$ cat config.mk
export PLATFORM = sky130hd
export DESIGN_NAME = gtc_timer
export DESIGN_NICKNAME = d
export VERILOG_FILES = /design/src/rtl/gtc_pkg.sv /design/src/rtl/gtc_counter.sv /design/src/rtl/gtc_compare.sv /design/src/rtl/gtc_timer.sv
export SDC_FILE = /design/constraint.sdc
export NUM_CORES = 1
export LEC_CHECK = 0
export BUFFER_PORTS_ARGS = -buffer_cell sky130_fd_sc_hd__buf_2
export CAP_MARGIN = 20
export CORE_MARGIN = 3
export CORE_UTILIZATION = 68
export CTS_CLUSTER_DIAMETER = 100
export DETAILED_ROUTE_END_ITERATION = 7
export GPL_TIMING_DRIVEN = 0
export HOLD_SLACK_MARGIN = 0.08
export MAX_ROUTING_LAYER = met4
export PLACE_DENSITY = 0.87
export SLEW_MARGIN = 20
export SYNTH_ARGS = -nofsm -noshare
export SYNTH_HDL_FRONTEND = slang
export SYNTH_SLANG_ARGS = --single-unit
$ cat constraint.sdc
create_clock -name clk_i -period 4.3 [get_ports clk_i]
set_input_delay 0.645 -clock clk_i [delete_from_list [all_inputs] [get_ports clk_i]]
set_output_delay 0.645 -clock clk_i [all_outputs]
set_load 0.05 [all_outputs]
$ cat src/rtl/gtc_pkg.sv
package gtc_pkg;
   // byte offsets of the register words
   localparam int unsigned OFS_CNT  = 'h00;  // counter words at OFS_CNT + 4*h
   localparam int unsigned OFS_CTRL = 'h08;
   localparam int unsigned OFS_STAT = 'h0C;
   localparam int unsigned OFS_CMP  = 'h10;  // comparator words at OFS_CMP + 4*h
   localparam int unsigned OFS_STEP = 'h18;

   // control bit positions
   localparam int unsigned CB_RUN  = 0;
   localparam int unsigned CB_CMP  = 1;
   localparam int unsigned CB_IRQ  = 2;
   localparam int unsigned CB_AUTO = 3;
   localparam int unsigned CTRL_W  = 4;
endpackage

$ cat src/rtl/gtc_counter.sv
module gtc_counter #(
   parameter int unsigned DATA_W = 32,
   parameter int unsigned NW     = 2
) (
   input  logic                 clk_i,
   input  logic                 rst_n_i,
   input  logic                 run_i,
   input  logic [NW-1:0]        wr_i,
   input  logic [DATA_W-1:0]    wdata_i,
   output logic [NW*DATA_W-1:0] cnt_o
);
   localparam int unsigned CW = NW * DATA_W;

   logic [CW-1:0] cnt_q;
   logic [CW-1:0] load_v;

   for (genvar h = 0; h < NW; h++) begin : g_word
      assign load_v[h*DATA_W +: DATA_W] = wr_i[h] ? wdata_i : cnt_q[h*DATA_W +: DATA_W];
   end

   // a single wide adder: the carry crosses words on the same edge
   always_ff @(posedge clk_i or negedge rst_n_i) begin
      if (!rst_n_i)   cnt_q <= '0;
      else if (run_i) cnt_q <= cnt_q + CW'(1);
      else            cnt_q <= load_v;
   end

   assign cnt_o = cnt_q;


   cnt_step_chk: assert property (@(posedge clk_i) disable iff (!rst_n_i)
      run_i |=> cnt_q == $past(cnt_q) + CW'(1));

   cnt_hold_chk: assert property (@(posedge clk_i) disable iff (!rst_n_i)
      (!run_i && wr_i == '0) |=> $stable(cnt_q));
endmodule

$ cat src/rtl/gtc_compare.sv
module gtc_compare #(
   parameter int unsigned DATA_W = 32,
   parameter int unsigned NW     = 2
) (
   input  logic                 clk_i,
   input  logic                 rst_n_i,
   input  logic                 cmp_en_i,
   input  logic                 auto_en_i,
   input  logic [NW*DATA_W-1:0] cnt_i,
   input  logic [NW-1:0]        cmp_wr_i,
   input  logic [DATA_W-1:0]    wdata_i,
   input  logic [DATA_W-1:0]    step_i,
   input  logic                 clr_i,
   output logic                 flag_o,
   output logic [NW*DATA_W-1:0] cmp_o
);
   localparam int unsigned CW = NW * DATA_W;

   logic [CW-1:0] cmp_q;
   logic [CW-1:0] cmp_load;
   logic          armed_q;
   logic          flag_q;
   logic          evt;

   for (genvar h = 0; h < NW; h++) begin : g_word
      assign cmp_load[h*DATA_W +: DATA_W] = cmp_wr_i[h] ? wdata_i : cmp_q[h*DATA_W +: DATA_W];
   end

   assign evt = cmp_en_i && armed_q && (cnt_i >= cmp_q);

   always_ff @(posedge clk_i or negedge rst_n_i) begin
      if (!rst_n_i) begin
         cmp_q   <= '0;
         armed_q <= 1'b1;
      end else if (|cmp_wr_i) begin
         cmp_q   <= cmp_load;
         armed_q <= 1'b1;
      end else if (evt) begin
         if (auto_en_i) cmp_q <= cmp_q + CW'(step_i);
         else           armed_q <= 1'b0;
      end
   end

   always_ff @(posedge clk_i or negedge rst_n_i) begin
      if (!rst_n_i)   flag_q <= 1'b0;
      else if (evt)   flag_q <= 1'b1;
      else if (clr_i) flag_q <= 1'b0;
   end

   assign flag_o = flag_q;
   assign cmp_o  = cmp_q;


   ge_fire_chk: assert property (@(posedge clk_i) disable iff (!rst_n_i)
      (cmp_en_i && armed_q && cnt_i >= cmp_q) |=> flag_q);

   off_quiet_chk: assert property (@(posedge clk_i) disable iff (!rst_n_i)
      (!cmp_en_i && !flag_q) |=> !flag_q);

   no_refire_chk: assert property (@(posedge clk_i) disable iff (!rst_n_i)
      (!armed_q && cmp_wr_i == '0 && !flag_q) |=> !flag_q);

   auto_step_chk: assert property (@(posedge clk_i) disable iff (!rst_n_i)
      (evt && auto_en_i && cmp_wr_i == '0) |=> cmp_q == $past(cmp_q) + CW'($past(step_i)));
endmodule

$ cat src/rtl/gtc_timer.sv
module gtc_timer #(
   parameter int unsigned ADDR_W = 5,
   parameter int unsigned DATA_W = 32,
   parameter int unsigned CNT_W  = 64
) (
   input  logic              clk_i,
   input  logic              rst_n_i,
   input  logic              bus_wr_i,
   input  logic [ADDR_W-1:0] bus_addr_i,
   input  logic [DATA_W-1:0] bus_wdata_i,
   output logic [DATA_W-1:0] bus_rdata_o,
   output logic              irq_o
);
   import gtc_pkg::*;

   localparam int unsigned NW = CNT_W / DATA_W;

   if (CNT_W != 2 * DATA_W) begin : g_bad_width
      $error("gtc_timer: CNT_W must be twice DATA_W");
   end
   if (ADDR_W < 5) begin : g_bad_addr
      $error("gtc_timer: ADDR_W must be at least 5");
   end

   logic [CTRL_W-1:0] ctrl_q;
   logic [DATA_W-1:0] step_q;
   logic [NW-1:0]     cnt_wr;
   logic [NW-1:0]     cmp_wr;
   logic [CNT_W-1:0]  cnt;
   logic [CNT_W-1:0]  cmp;
   logic              flag;
   logic              clr;

   for (genvar h = 0; h < NW; h++) begin : g_dec
      assign cnt_wr[h] = bus_wr_i && bus_addr_i == ADDR_W'(OFS_CNT + 4*h);
      assign cmp_wr[h] = bus_wr_i && bus_addr_i == ADDR_W'(OFS_CMP + 4*h);
   end
   assign clr = bus_wr_i && bus_addr_i == ADDR_W'(OFS_STAT) && bus_wdata_i[0];

   always_ff @(posedge clk_i or negedge rst_n_i) begin
      if (!rst_n_i) begin
         ctrl_q <= '0;
         step_q <= '0;
      end else if (bus_wr_i) begin
         if (bus_addr_i == ADDR_W'(OFS_CTRL)) ctrl_q <= bus_wdata_i[CTRL_W-1:0];
         if (bus_addr_i == ADDR_W'(OFS_STEP)) step_q <= bus_wdata_i;
      end
   end

   gtc_counter #(.DATA_W(DATA_W), .NW(NW)) u_cnt (
      .clk_i   (clk_i),
      .rst_n_i (rst_n_i),
      .run_i   (ctrl_q[CB_RUN]),
      .wr_i    (cnt_wr),
      .wdata_i (bus_wdata_i),
      .cnt_o   (cnt)
   );

   gtc_compare #(.DATA_W(DATA_W), .NW(NW)) u_cmp (
      .clk_i     (clk_i),
      .rst_n_i   (rst_n_i),
      .cmp_en_i  (ctrl_q[CB_CMP]),
      .auto_en_i (ctrl_q[CB_AUTO]),
      .cnt_i     (cnt),
      .cmp_wr_i  (cmp_wr),
      .wdata_i   (bus_wdata_i),
      .step_i    (step_q),
      .clr_i     (clr),
      .flag_o    (flag),
      .cmp_o     (cmp)
   );

   always_comb begin
      bus_rdata_o = '0;
      for (int h = 0; h < NW; h++) begin
         if (bus_addr_i == ADDR_W'(OFS_CNT + 4*h)) bus_rdata_o = cnt[h*DATA_W +: DATA_W];
         if (bus_addr_i == ADDR_W'(OFS_CMP + 4*h)) bus_rdata_o = cmp[h*DATA_W +: DATA_W];
      end
      if (bus_addr_i == ADDR_W'(OFS_CTRL)) bus_rdata_o = DATA_W'(ctrl_q);
      if (bus_addr_i == ADDR_W'(OFS_STAT)) bus_rdata_o = DATA_W'(flag);
      if (bus_addr_i == ADDR_W'(OFS_STEP)) bus_rdata_o = step_q;
   end

   assign irq_o = flag && ctrl_q[CB_CMP] && ctrl_q[CB_IRQ];


   w1c_chk: assert property (@(posedge clk_i) disable iff (!rst_n_i)
      (clr && !ctrl_q[CB_CMP]) |=> !flag);
endmodule

# Word level (Yosys, flattened, before mapping)
# Index checks and enable logic that the tools add are counted.
# word_totals
input_bits	40
elab_cells	62
ff_bits	166
# classes
n_eq_ne	9
n_addsub	2
reduce_logical	22
magnitude_cmp	1
muxes	20
# ops
cell	n
two-way mux 32 bit	11
two-way mux 64 bit	4
adder 64 x 1 -> 64 bit (second input constant)	1
adder 64 x 32 -> 64 bit	1
>= comparator 64 bit	1
== test 5 bit (second input constant)	3
== test 5 x 4 -> 1 bit (second input constant)	2
logical AND 1 bit	10
nonzero test 2 bit	5
!= test 2 x 1 -> 1 bit (second input constant)	3
AND reduction 2 bit	3
AND reduction 3 bit	2
== test 5 x 3 -> 1 bit (second input constant)	1
zero test 5 bit	1
two-way mux 1 bit	5
OR reduction 2 bit	1

# Depth between registers and ports, before layout
# depth
word_depth	8
mapped_depth	13
depth_no_buf	12

# Modules after synthesis
# Synthesis repeated with hierarchy kept, for this count alone.
# unflattened
cells_unflattened	1701
hier_area_um2	13903.3
# by_module_without_submodules
module	area_per_inst_um2	cells_per_inst	n_inst
gtc_compare	6999.2	899	1
gtc_counter	4056.4	504	1
gtc_timer	2847.7	298	1

# Least setup slack after synthesis
# OpenSTA, ideal clock, no wires.
# synth_path
path_type	input -> output
from	input bus_addr_i[4]
to	output bus_rdata_o[2]
cell_stages	6
t_arrival_ns	2.668
path_slack_ns	0.987
n_path_buf	3
path_cell_list	buf_1 buf_1 clkbuf_1 mux4_2 a22oi_1 nand2_1
# synth_between
elab_chain_cells	8
word_cells_on_any_way	14
classes_between	eq/ne: 6; mux: 7; reduce/logical: 1
# synth_rtl
item	line	text
start: declaration	gtc_timer.sv:9	input logic [ADDR_W-1:0] bus_addr_i,
zero test 5 bit	gtc_timer.sv:76	if (bus_addr_i == ADDR_W'(OFS_CNT + 4*h)) bus_rdata_o = cnt[h*DATA_W +: DATA_W];
two-way mux 32 bit	gtc_timer.sv:76	
two-way mux 32 bit	gtc_timer.sv:77	if (bus_addr_i == ADDR_W'(OFS_CMP + 4*h)) bus_rdata_o = cmp[h*DATA_W +: DATA_W];
two-way mux 32 bit	gtc_timer.sv:76	
two-way mux 32 bit	gtc_timer.sv:77	
two-way mux 32 bit	gtc_timer.sv:79	if (bus_addr_i == ADDR_W'(OFS_CTRL)) bus_rdata_o = DATA_W'(ctrl_q);
two-way mux 32 bit	gtc_timer.sv:80	if (bus_addr_i == ADDR_W'(OFS_STAT)) bus_rdata_o = DATA_W'(flag);
two-way mux 32 bit *	gtc_timer.sv:81	if (bus_addr_i == ADDR_W'(OFS_STEP)) bus_rdata_o = step_q;
end: declaration	gtc_timer.sv:11	output logic [DATA_W-1:0] bus_rdata_o,
# Every way passes the cells marked *; elsewhere a longest branch is shown, timed or not.

# Worst setup path after layout
# layout_path
from	register u_cmp.cmp_q[0] (netlist: u_cmp.cmp_o[0])
to	register u_cmp.cmp_q[46] (netlist: u_cmp.cmp_o[46])
# layout_between
elab_chain_cells	4
word_cells_on_any_way	8
classes_between	add/sub: 1; order compare: 1; mux: 3; reduce/logical: 3
# layout_rtl
item	line	text
start: declaration	gtc_compare.sv:19	logic [CW-1:0] cmp_q;
start signal: assignment	gtc_compare.sv:36	cmp_q <= cmp_load;
start signal: assignment	gtc_compare.sv:39	if (auto_en_i) cmp_q <= cmp_q + CW'(step_i);
adder 64 x 32 -> 64 bit or >= comparator 64 bit (tied branches)	gtc_compare.sv:39, gtc_compare.sv:29	
two-way mux 64 bit or logical AND 1 bit (tied branches)	gtc_compare.sv:39, gtc_compare.sv:29	
two-way mux 64 bit or nonzero test 2 bit (tied branches)	--	
two-way mux 64 bit or AND reduction 3 bit (tied branches)	--	
# Parallel ways exist; a longest one is shown, timed or not. The select of a mux whose other input is x is not followed.
# A chain may end at the register's enable or synchronous reset.

==> out/metrics.yaml <==
timing:
  finalSetupViolCount: 3
  slew_violations: 0
  max-slew-margin-rel_pct: 17.8
  min_period_over_period_pct: 102
  rsz0062_at_grt: "no"
  tns_ns: -0.245
  period_needed_ns: 4.40
  final.setup_skew_ns: 0.0149
  worst_slew_pin_slew_ns: 1.22
  timing.final.hold_violations: 0
  finalWorstSetupSlack_ns: -0.0983
  max_freq_mhz: 227
critical_path:
  worst-path-buf-inv: 1
  worstPathRequired_ns: 4.64
  crit_path_end_kind: "register"
  rr_startpoint: "u_cmp.cmp_o[0]"
  critPathMaxFanout: 9
  worst_ep_arrival_time_ns: 4.74
  worst-r2r-setup-slack_ns: -0.1
  critical-path-max-stage-delay_ns: 0.82
  crit_type: "reg -> reg"
  startpoint_type: "register"
  crit_slowest_cell: "sky130_fd_sc_hd__nor2_1"
  r2r.worst_path.cells: 12
  worstReg2RegEnd: "u_cmp.cmp_o[46]"
  critical_path_cell_by_cell: "ha_1 > inv_1 > fa_1 > nor2b_1 > o2111a_1 > o2111ai_1 > nand2_1 > a311o_1 > nand4_2 > nor2_1 > a31oi_1 > o21a_1"
  cp_top_family: "simple AND/OR/NAND/NOR gates"
synth:
  yosys.cell_count.top_type: "sky130_fd_sc_hd__nor2_1"
  syn_nets: 1652
  ys_dominant_reg_cell: "sky130_fd_sc_hd__dfrtp_1"
  post_synth_main_area_contributors: "sky130_fd_sc_hd__dfrtp_1, sky130_fd_sc_hd__ha_1, sky130_fd_sc_hd__mux4_2, sky130_fd_sc_hd__a21oi_1, sky130_fd_sc_hd__nor2_1"
  fraction_of_registers_with_async_set_or_reset_after_synthesis_pct: 100
  ys_seq_area_share_pct: 31.0
  syn-instance-count: 1514
  synth.lib_cells_used.distinct: 90
  post_synth.cell_area_avg_sq_um: 8.85
  synth_largest_area_cell: "sky130_fd_sc_hd__dfrtp_1"
  netlist_area_sq_um: 13400
  synth.top_cell.area_share_pct: 30.8
  synth_edf_count: 0
  postSynthRegisterBits: 166
  synth.cells.most_frequent: "sky130_fd_sc_hd__nor2_1, sky130_fd_sc_hd__dfrtp_1, sky130_fd_sc_hd__a21oi_1"
  yosys_warning_total: 0
cts:
  clock_insertion_delay_worst_skew_ns: 0.46
  cts_buffer_depth: 2
  htree_num_levels: 4
  clock_sinks: 166
  clk_transition_reported_paths_ns: 0.07
  tritoncts_clock_tree: "built"
  cts-buffers-inserted: 17
  clock_tree.root_cell: "sky130_fd_sc_hd__clkbuf_16"
global_routing:
  grt_util_all_layers_pct: 52.5
  gr-total-overflow: 0
  grt_pass1_vias: 13500
  antenna_violations_before_repair: 2
  grt_start_max_net_pins: 95
  grt_pass1_wl_um: 82400
route:
  detail_route.wirelength_um: 55300
  met2_length_um: 21500
  vias: 14500
  detail_route.drc_violations: 22
  drt_iter0_drc: 3057
  route.antenna.remaining_nets: 0
  topRoutingLayerUsed: "met4"
  wl_met1_um: 19000
  drt_pre_antenna_iters: 8
  via_per_inst: 7.69
  dr_wl_met3_um: 9840
  routed_wire_length_per_instance_um: 29.4
placement:
  finalWeightedCongestion: 1.17
  place_inst: 1848
  io_buffers: 71
  dp.final_hpwl_um: 40200
  placedInstanceArea_sq_um: 14100
power_and_ir_drop:
  p_leak_uw: 0.00633
  finalPower_uw: 8680
  power_dens_cells_nw_per_um2: 589
  vdd_drop_max_v: 0.000301
die:
  dieArea_sq_um: 21400
  core_region_area_sq_um: 19000
  die_height_um: 146
  initial_utilization_pct: 70.4
  floorplan.rows: 50
  die_width_um: 146
  design.portCount: 73
layout:
  final_cell_count_no_fill: 1881
  synthToLayoutAreaGrowth_pct: 9.97
  fin_util_pct: 77.4
  fin_area_sq_um: 14700
  final_nets: 1745
  drive_above_1_share_pct: 16.4
outcome:
  run_status: "finished, violations left"
  failed_checks: "design-rule violations, negative setup slack"
worst_hold_path:
  holdCritPathClass: "in -> async"
flow_run:
  drv.max_cap_violation_count: 0
-- cell families after synthesis --
group	Yosys count	share of synthesized area, %
and+or+nand+nor	508	18.8
xor gates and xnor gates	29	1.90
buffers and inverters	164	5.27
DFF	166	31.0
muxes	85	10.1
adders and majority gates	98	9.21
AOI/OAI and AO/OA	464	23.7
-- power breakdown --
group          total (uW)  leakage (uW)  internal [uW]  switching, uW
sequential           2640       0.00196           1990            647
combinational        4500       0.00409           1780           2720
clock                1530      0.000271            816            718
-- state kept, by name, summed over array words and instances, names as in the netlist --
name           flops
ctrl_q             4
u_cmp.cmp_o       64
u_cmp.flag_o       1
step_q            32
u_cnt.cnt_o       64
u_cmp.armed_q      1
-- layout by cell type, fill, tap and decap left out, types with 37 or more instances in the layout --
master                     instances
sky130_fd_sc_hd__nor2_1          166
sky130_fd_sc_hd__nand3_1          42
sky130_fd_sc_hd__dfrtp_1         165
sky130_fd_sc_hd__nand4_1          40
sky130_fd_sc_hd__ha_1             97
sky130_fd_sc_hd__a21oi_1         141
sky130_fd_sc_hd__buf_2            88
sky130_fd_sc_hd__o21ai_0          55
sky130_fd_sc_hd__nand2_1         114
sky130_fd_sc_hd__inv_1            82
sky130_fd_sc_hd__mux2_2           40
sky130_fd_sc_hd__a211oi_1         37
sky130_fd_sc_hd__nor3_1           38
sky130_fd_sc_hd__clkbuf_1         48
-- worst max-delay path by stage --
stage	cells past startpoint	end	from	slack, ns
2_1_floorplan	6	bus_rdata_o[2]	bus_addr_i[4]	0.99
5_1_grt	12	u_cmp.cmp_o[46]	u_cmp.cmp_o[0]	0.03
3_3_place_gp	1	u_cmp.cmp_o[25]	rst_n_i	-0.11
3_5_place_dp	7	bus_rdata_o[5]	bus_addr_i[4]	-0.16
4_1_cts	7	bus_rdata_o[20]	bus_addr_i[4]	0.08
6_report	12	u_cmp.cmp_o[46]	u_cmp.cmp_o[0]	-0.1
-- cell type report --
type	instances	area, sq um
Clock inverter	9	67.6
Tap cell	260	325
Antenna cell	2	5.00
Sequential cell	166	4160
Inverter	82	308
Clock buffer	22	494
Timing Repair Buffer	76	424
Multi-Input combinational cell	1184	8550
Fill cell	1431	4290
Buffer	80	398
-- layer usage --
metal | track usage (%) | up-vias
met3 | 22.6 | 408
li1 | - | 5903
met4 | 32.1 | 0
met5 | - | -
met2 | 69.2 | 1518
met1 | 66.2 | 6631
-- repair_timing --
action	4_1_cts	5_1_grt
gates resized for setup	3	1
hold buffers	0	0
setup buffers	0	2
pin swaps	0	1
endpoints found under the setup margin	20	38
-- worst register-to-register path: stages, from the launching register on --
cell and delay (ns):
sky130_fd_sc_hd__dfrtp_1 0.43, sky130_fd_sc_hd__ha_1 0.19, sky130_fd_sc_hd__inv_1 0.05, sky130_fd_sc_hd__fa_1 0.42
sky130_fd_sc_hd__nor2b_1 0.18, sky130_fd_sc_hd__o2111a_1 0.30, sky130_fd_sc_hd__o2111ai_1 0.27, sky130_fd_sc_hd__nand2_1 0.36
sky130_fd_sc_hd__a311o_1 0.39, sky130_fd_sc_hd__nand4_2 0.47, sky130_fd_sc_hd__nor2_1 0.82, sky130_fd_sc_hd__a31oi_1 0.19
sky130_fd_sc_hd__o21a_1 0.20
-- stage by stage --
stage / worst slack [ns] / hold WS [ns]
detailed placement: -0.161 / 0.479
global placement: -0.112 / 0.478
floorplan: 0.987 / 0.349
finish: -0.0983 / 0.137
CTS: 0.0796 / 0.173
global route: 0.0260 / 0.177
No activity file was read; power rests on OpenSTA's default activity.
